[src/rtl/arinc_tx_pkg.sv]
package arinc_tx_pkg;
  typedef struct packed {
    logic loadWord;
    logic shiftBit;
    logic driveHalf;
  } txStrobes_t;
endpackage

[src/rtl/arinc_tx_ctrl.sv]
module arinc_tx_ctrl
  import arinc_tx_pkg::*;
#(
  parameter int FAST_DIV = 10,
  parameter int SLOW_DIV = 80,
  parameter int WORD_BITS = 32,
  parameter int GAP_BITS = 4
) (
  input  logic       clk,
  input  logic       rstN,
  input  logic       loadStrobe,
  input  logic       slowRate,
  output txStrobes_t strobes,
  output logic       busy
);
  localparam int MAX_DIV = (SLOW_DIV > FAST_DIV) ? SLOW_DIV : FAST_DIV;
  localparam int CNT_W = $clog2(MAX_DIV);
  localparam int MAX_BITS = (WORD_BITS > GAP_BITS) ? WORD_BITS : GAP_BITS;
  localparam int BIT_W = $clog2(MAX_BITS);

  typedef enum logic [1:0] {ST_IDLE, ST_SEND, ST_GAP} txState_t;

  txState_t state;
  logic [CNT_W-1:0] cycCnt;
  logic [BIT_W-1:0] bitCnt;
  logic rateSlowQ;
  logic [CNT_W-1:0] lastCyc;
  logic [CNT_W-1:0] halfCyc;
  logic periodEnd;

  always_comb begin
    lastCyc = rateSlowQ ? CNT_W'(SLOW_DIV - 1) : CNT_W'(FAST_DIV - 1);
    halfCyc = rateSlowQ ? CNT_W'(SLOW_DIV / 2) : CNT_W'(FAST_DIV / 2);
    periodEnd = (cycCnt == lastCyc);
  end

  always_ff @(posedge clk or negedge rstN) begin
    if (!rstN) begin
      state <= ST_IDLE;
      cycCnt <= '0;
      bitCnt <= '0;
      rateSlowQ <= 1'b0;
    end else begin
      case (state)
        ST_IDLE: begin
          if (loadStrobe) begin
            state <= ST_SEND;
            cycCnt <= '0;
            bitCnt <= '0;
            rateSlowQ <= slowRate;
          end
        end
        ST_SEND: begin
          if (periodEnd) begin
            cycCnt <= '0;
            if (bitCnt == BIT_W'(WORD_BITS - 1)) begin
              state <= ST_GAP;
              bitCnt <= '0;
            end else begin
              bitCnt <= bitCnt + 1'b1;
            end
          end else begin
            cycCnt <= cycCnt + 1'b1;
          end
        end
        ST_GAP: begin
          if (periodEnd) begin
            cycCnt <= '0;
            if (bitCnt == BIT_W'(GAP_BITS - 1)) begin
              state <= ST_IDLE;
              bitCnt <= '0;
            end else begin
              bitCnt <= bitCnt + 1'b1;
            end
          end else begin
            cycCnt <= cycCnt + 1'b1;
          end
        end
        default: state <= ST_IDLE;
      endcase
    end
  end

  always_comb begin
    strobes.loadWord = (state == ST_IDLE) && loadStrobe;
    strobes.shiftBit = (state == ST_SEND) && periodEnd;
    strobes.driveHalf = (state == ST_SEND) && (cycCnt < halfCyc);
    busy = (state != ST_IDLE);
  end
endmodule

[src/rtl/arinc_tx_data.sv]
module arinc_tx_data
  import arinc_tx_pkg::*;
#(
  parameter int WORD_BITS = 32
) (
  input  logic                 clk,
  input  logic                 rstN,
  input  txStrobes_t           strobes,
  input  logic [WORD_BITS-1:0] wordIn,
  input  logic                 parityEn,
  input  logic                 parityInvert,
  output logic                 txHi,
  output logic                 txLo
);
  localparam int LAST = WORD_BITS - 1;

  logic [WORD_BITS-1:0] shiftReg;
  logic [WORD_BITS-1:0] loadValue;
  logic parityBit;

  always_comb begin
    // odd parity: last bit set when the leading bits hold an even count of ones
    parityBit = (~^wordIn[LAST-1:0]) ^ parityInvert;
    loadValue = wordIn;
    if (parityEn) loadValue[LAST] = parityBit;
  end

  always_ff @(posedge clk or negedge rstN) begin
    if (!rstN) begin
      shiftReg <= '0;
    end else if (strobes.loadWord) begin
      shiftReg <= loadValue;
    end else if (strobes.shiftBit) begin
      shiftReg <= {1'b0, shiftReg[LAST:1]};
    end
  end

  always_comb begin
    txHi = strobes.driveHalf && shiftReg[0];
    txLo = strobes.driveHalf && !shiftReg[0];
  end
endmodule

[src/rtl/arinc_word_tx.sv]
module arinc_word_tx
  import arinc_tx_pkg::*;
#(
  parameter int FAST_DIV = 10,
  parameter int SLOW_DIV = 80,
  parameter int WORD_BITS = 32,
  parameter int GAP_BITS = 4
) (
  input  logic                 clk,
  input  logic                 rstN,
  input  logic                 loadStrobe,
  input  logic [WORD_BITS-1:0] wordIn,
  input  logic                 parityEn,
  input  logic                 parityInvert,
  input  logic                 slowRate,
  input  logic                 selfTest,
  output logic                 lineHi,
  output logic                 lineLo,
  output logic                 busy,
  output logic                 loopHi,
  output logic                 loopLo
);
  txStrobes_t strobes;
  logic txHi;
  logic txLo;

  arinc_tx_ctrl #(
    .FAST_DIV(FAST_DIV), .SLOW_DIV(SLOW_DIV),
    .WORD_BITS(WORD_BITS), .GAP_BITS(GAP_BITS)
  ) u_ctrl (
    .clk(clk), .rstN(rstN), .loadStrobe(loadStrobe),
    .slowRate(slowRate), .strobes(strobes), .busy(busy)
  );

  arinc_tx_data #(.WORD_BITS(WORD_BITS)) u_data (
    .clk(clk), .rstN(rstN), .strobes(strobes), .wordIn(wordIn),
    .parityEn(parityEn), .parityInvert(parityInvert),
    .txHi(txHi), .txLo(txLo)
  );

  always_comb begin
    lineHi = txHi && !selfTest;
    lineLo = txLo && !selfTest;
    loopHi = txHi && selfTest;
    loopLo = txLo && selfTest;
  end
endmodule

[config.mk]
export PLATFORM = sky130hd
export DESIGN_NAME = arinc_word_tx
export DESIGN_NICKNAME = d
export VERILOG_FILES = /design/src/rtl/arinc_tx_pkg.sv /design/src/rtl/arinc_tx_ctrl.sv /design/src/rtl/arinc_tx_data.sv /design/src/rtl/arinc_word_tx.sv
export SDC_FILE = /design/constraint.sdc
export NUM_CORES = 1
export LEC_CHECK = 0
export BUFFER_PORTS_ARGS = -buffer_cell sky130_fd_sc_hd__buf_4
export CORE_ASPECT_RATIO = 0.75
export CORE_MARGIN = 10
export CORE_UTILIZATION = 45
export CTS_BUF_LIST = sky130_fd_sc_hd__clkbuf_8
export DETAILED_ROUTE_END_ITERATION = 12
export PLACE_DENSITY = 0.66
export SYNTH_ARGS = -nofsm -noshare
export SYNTH_HDL_FRONTEND = slang
export SYNTH_SLANG_ARGS = --single-unit
[constraint.sdc]
create_clock -name clk -period 2.8 [get_ports clk]
set_input_delay 0.28 -clock clk [delete_from_list [all_inputs] [get_ports clk]]
set_output_delay 0.28 -clock clk [all_outputs]
set_load 0.05 [all_outputs]
==> results.txt <==
----------------------------------------------------
[Outcome]
  Run status ... complete, but fails checks
  Violations in the final reports ... negative hold slack

[Global routing]
  Number of antenna violations at the first check in global routing ... 0
  Maximum number of pins on one net before global-route repair ... 63
  Overall track demand over capacity in global routing ... 0.124
  Global-route wire length before repair ... roughly 10000 um
  Vias in the first global route ... 2184
  GR Overflow Total ... 0

[Floorplan]
  Initial core utilization ... 0.469
  Horizontal die dimension ... 110 um
  Area of the die ... roughly 0.0097 mm^2
  Top-Level Pins ... 44
  Chip Height ... 87.8 um
  Site row count ... 24
  Placeable Area ... between 0.005 and 0.006 mm^2

[Pwr]
  Static leakage ... between 0.0015 and 0.002 uW
  Worst supply voltage drop on vdd ... approximately 0.00023 V
  Cell Pwr Density ... roughly 440 mW/mm^2
  Overall power ... between 1000 and 1500 uW

[Drt]
  Per-cell via count in the routed design ... roughly 5.2
  Final routed wirelength across all metal layers ... slightly below 6000 um
  Detailed-route DRC error count ... 0
  ANT nets after route ... 0
  DRC marker count from the first detailed-route iteration ... 74
  DR vias ... approximately 2100
  Wirelength per Cell ... 14.5 um
  First-pass iteration count of the detailed router ... 4

[Timing]
  Setup skew after layout ... between 0.005 and 0.006 ns
  Max Transition Viols Final ... 0
  Slew Limit Headroom ... 0.601
  Final Hold Vio Count ... between 40 and 50
  Tcrit/Tclk final ... 0.932
  Number of setup violations in the final report ... 0
  Transition at the pin with the smallest max-transition slack ... 0.599 ns
  Peak clock frequency supported by timing ... approximately 0.38 GHz
  Final Hold Slack ... -0.0232 ns
  Min Clock Period, post-route ... between 2 and 3 ns
  Final sum of negative setup slack ... 0 ns
  RSZ-0062 raised after global routing ... no

[Clock tree]
  Clock sink count ... 47
  Clock buffer count from CTS ... 5
  Clock transition time at the flip-flop clock pins of the worst setup and hold paths ... approximately 0.090 ns
  Count of H-tree levels built during CTS ... 2
  CTS root buffer ... sky130_fd_sc_hd__clkbuf_8
  TritonCTS clock tree ... done
  Hold buffer count at cts ... 0
  Skew-Pair Late Insertion Delay ... 0.31 ns
  Buffer depth of the longest clock path ... 2

[Logic synthesis]
  Post-synthesis average cell area ... approximately 9.5 um^2
  Post-synthesis cell count ... 290
  Post-synthesis sequential area ratio ... 0.426
  Area fraction in compound gates after synthesis ... 0.137
  Synth warnings ... 0
  Synth Net Count ... ~340
  Post-synthesis share of cell area spent on full adders, half adders and majority gates ... 0.0408
  Async set-or-reset flop fraction in the synthesized netlist ... 1.00
  Mapped Area ... roughly 0.0028 mm^2
  Main combinational cell family by area after synthesis ... simple AND/OR/NAND/NOR gates
  Count of unique library cells instantiated by Yosys ... 36
  Xor-xnor portion of the synthesized cell area ... 0.102
  Post-synthesis simple-gate area fraction ... 0.141
  Mux cell area share after synthesis ... 0.124
  Post-synth top flop ... sky130_fd_sc_hd__dfrtp_1
  Number of flops mapped to enable cells by yosys ... 0
  Post-synthesis register bit count ... 47

[Critical path]
  Kind of start point of the critical path ... flip-flop
  Top Family by Delay on Critical Path ... compound AO/OA/AOI/OAI gates
  Crit Path Max Fanout ... 6
  Crit Path Category ... reg -> out
  Required @ worst endpoint ... ~2.5 ns
  Crit path top cell by count ... sky130_fd_sc_hd__nand2_1
  Largest stage delay on the critical path ... 0.44 ns
  Highest-delay cell along the critical path ... sky130_fd_sc_hd__dfrtp_1
  Kind of end point of the critical path ... output pin
  CP bufs+invs ... 1
  Flop-to-flop setup slack ... roughly 0.63 ns
  Data arrival time of the worst path ... between 2 and 2.5 ns
  Critical path cell sequence ... ha_1 > o31a_1 > o21ai_1 > nand2_1 > a2111oi_2 > nand2_1 > nor2_1 > buf_4

[Placed design]
  Global placer's final weighted congestion ... roughly 0.83
  Detailed placer's ending HPWL ... approximately 4400 um
  Cell Count Post-Placement ... between 400 and 500
  Total of buffers placed on input and output ports ... 43

[Final layout]
  Count of antenna diodes in the layout ... 0
  Area growth from synthesis to layout ... 20.4%
  Ratio of cells with drive above 1 in the final layout ... 0.190
  Total number of nets in the final design ... 378
  Final cell count without fillers ... about 410

[Worst hold path]
  HP Class ... in -> async

[Flow run]
  Maximum Capacitance Violations ... 0

----------------------------------------------------
-- where the power goes --
group	internal, uW	leakage (uW)	switching (uW)
Combinational	108	0.000973	86.3
Sequential	678	0.000637	0
Clock	353	0.0000695	240
-- final timing paths --
path | cells after the start | start | end
worst max-delay path | 8 | u_ctrl.rateSlowQ | lineHi
max in group asynchronous | 1 | rstN | u_data.shiftReg[7]
worst min-delay path | 1 | rstN | u_data.shiftReg[17]
worst max register to register | 8 | u_ctrl.state[0] | u_ctrl.bitCnt[3]
worst min register to register | 1 | u_ctrl.bitCnt[0] | u_ctrl.bitCnt[0]
min in group clk | 2 | slowRate | u_ctrl.rateSlowQ
-- worst register-to-register path: stages, from the launching register on --
cell and delay [ns]:
sky130_fd_sc_hd__dfrtp_1 0.38, sky130_fd_sc_hd__inv_1 0.07, sky130_fd_sc_hd__ha_1 0.40, sky130_fd_sc_hd__inv_1 0.17, sky130_fd_sc_hd__nor2_1 0.07, sky130_fd_sc_hd__a21oi_1 0.47
sky130_fd_sc_hd__or2_1 0.32, sky130_fd_sc_hd__o21ai_1 0.13, sky130_fd_sc_hd__o31ai_2 0.07
-- through the flow --
step	utilization	setup WS [ns]	area, um^2
floorplan	-	0.232	2770
global route	0.564	0.0262	3320
CTS	0.563	0.00215	3320
finish	0.564	0.191	3320
detailed placement	0.541	0.235	3180
global placement	0.541	0.416	3180
-- synth_stat cells (5+ instances only) --
| master | n | share of area |
|---|---|---|
| sky130_fd_sc_hd__clkbuf_1 | 6 | 0.0082 |
| sky130_fd_sc_hd__o21ai_1 | 7 | 0.013 |
| sky130_fd_sc_hd__ha_1 | 9 | 0.041 |
| sky130_fd_sc_hd__o21ai_0 | 11 | 0.020 |
| sky130_fd_sc_hd__buf_2 | 6 | 0.011 |
| sky130_fd_sc_hd__mux2i_1 | 33 | 0.12 |
| sky130_fd_sc_hd__xnor2_1 | 29 | 0.092 |
| sky130_fd_sc_hd__nor2_1 | 45 | 0.061 |
| sky130_fd_sc_hd__nand2b_1 | 5 | 0.011 |
| sky130_fd_sc_hd__inv_1 | 8 | 0.011 |
| sky130_fd_sc_hd__nand2_1 | 12 | 0.016 |
| sky130_fd_sc_hd__dfrtp_1 | 47 | 0.43 |
| sky130_fd_sc_hd__a21oi_1 | 35 | 0.063 |
| sky130_fd_sc_hd__nand3_1 | 7 | 0.013 |
-- per-layer routing --
metal / share of wire / up-vias / wire length (um) / GRT usage
li1: - / 1085 / - / -
met1: 0.48 / 1014 / 2830 / 0.156
met2: 0.46 / 35 / 2740 / 0.200
met3: 0.047 / 7 / 279 / 0.0348
met4: 0.013 / 0 / 80 / 0.0472
met5: 0 / - / 0 / 0
-- placed cells by master (no fill, tap or decap), types with 2 or more instances in the layout --
cell type,Yosys,final
sky130_fd_sc_hd__bufinv_16,0,2
sky130_fd_sc_hd__nor2_1,45,45
sky130_fd_sc_hd__a21oi_1,35,35
sky130_fd_sc_hd__and3_1,3,3
sky130_fd_sc_hd__or3_4,2,2
sky130_fd_sc_hd__mux2i_1,33,33
sky130_fd_sc_hd__clkbuf_8,0,5
sky130_fd_sc_hd__dfrtp_1,47,47
sky130_fd_sc_hd__nand2_2,0,2
sky130_fd_sc_hd__nand3_1,7,7
sky130_fd_sc_hd__xnor2_1,29,29
sky130_fd_sc_hd__nor3b_2,0,2
sky130_fd_sc_hd__o21ai_0,11,11
sky130_fd_sc_hd__nand2_1,12,10
sky130_fd_sc_hd__inv_1,8,9
sky130_fd_sc_hd__buf_4,0,43
sky130_fd_sc_hd__buf_12,0,2
sky130_fd_sc_hd__nand2b_1,5,5
sky130_fd_sc_hd__ha_1,9,9
sky130_fd_sc_hd__and2_1,2,2
sky130_fd_sc_hd__xor2_1,3,3
sky130_fd_sc_hd__o21ai_1,7,7
-- cells by family after synthesis --
family | count (synthesis)
simple gates | 83
compound gates | 65
flops | 47
fa+ha+maj | 9
xor+xnor | 32
mux | 34
buf+inv | 20
-- timing repair --
item / in CTS / in global routing
buffers inserted: 0 / 0
endpoints found under the setup margin: 4 / 4
cloned: 0 / 0
gates resized for setup: 1 / 1
-- flip-flops by register name, indices dropped and copies added (netlist names) --
| signal | count |
|---|---|
| u_data.shiftReg | 32 |
| u_ctrl.cycCnt | 7 |
| u_ctrl.bitCnt | 5 |
| u_ctrl.state | 2 |
| u_ctrl.rateSlowQ | 1 |
-- layout make-up --
cell class                      instances  area (um^2)
Clock buffer                            5         68.8
Tap cell                               78         97.6
Timing Repair Buffer                   45          363
Sequential cell                        47         1180
Clock inverter                          3         63.8
Inverter                                8         30.0
Multi-Input combinational cell        223         1520
Fill cell                             553         2560
No activity file was read; power rests on OpenSTA's default activity.
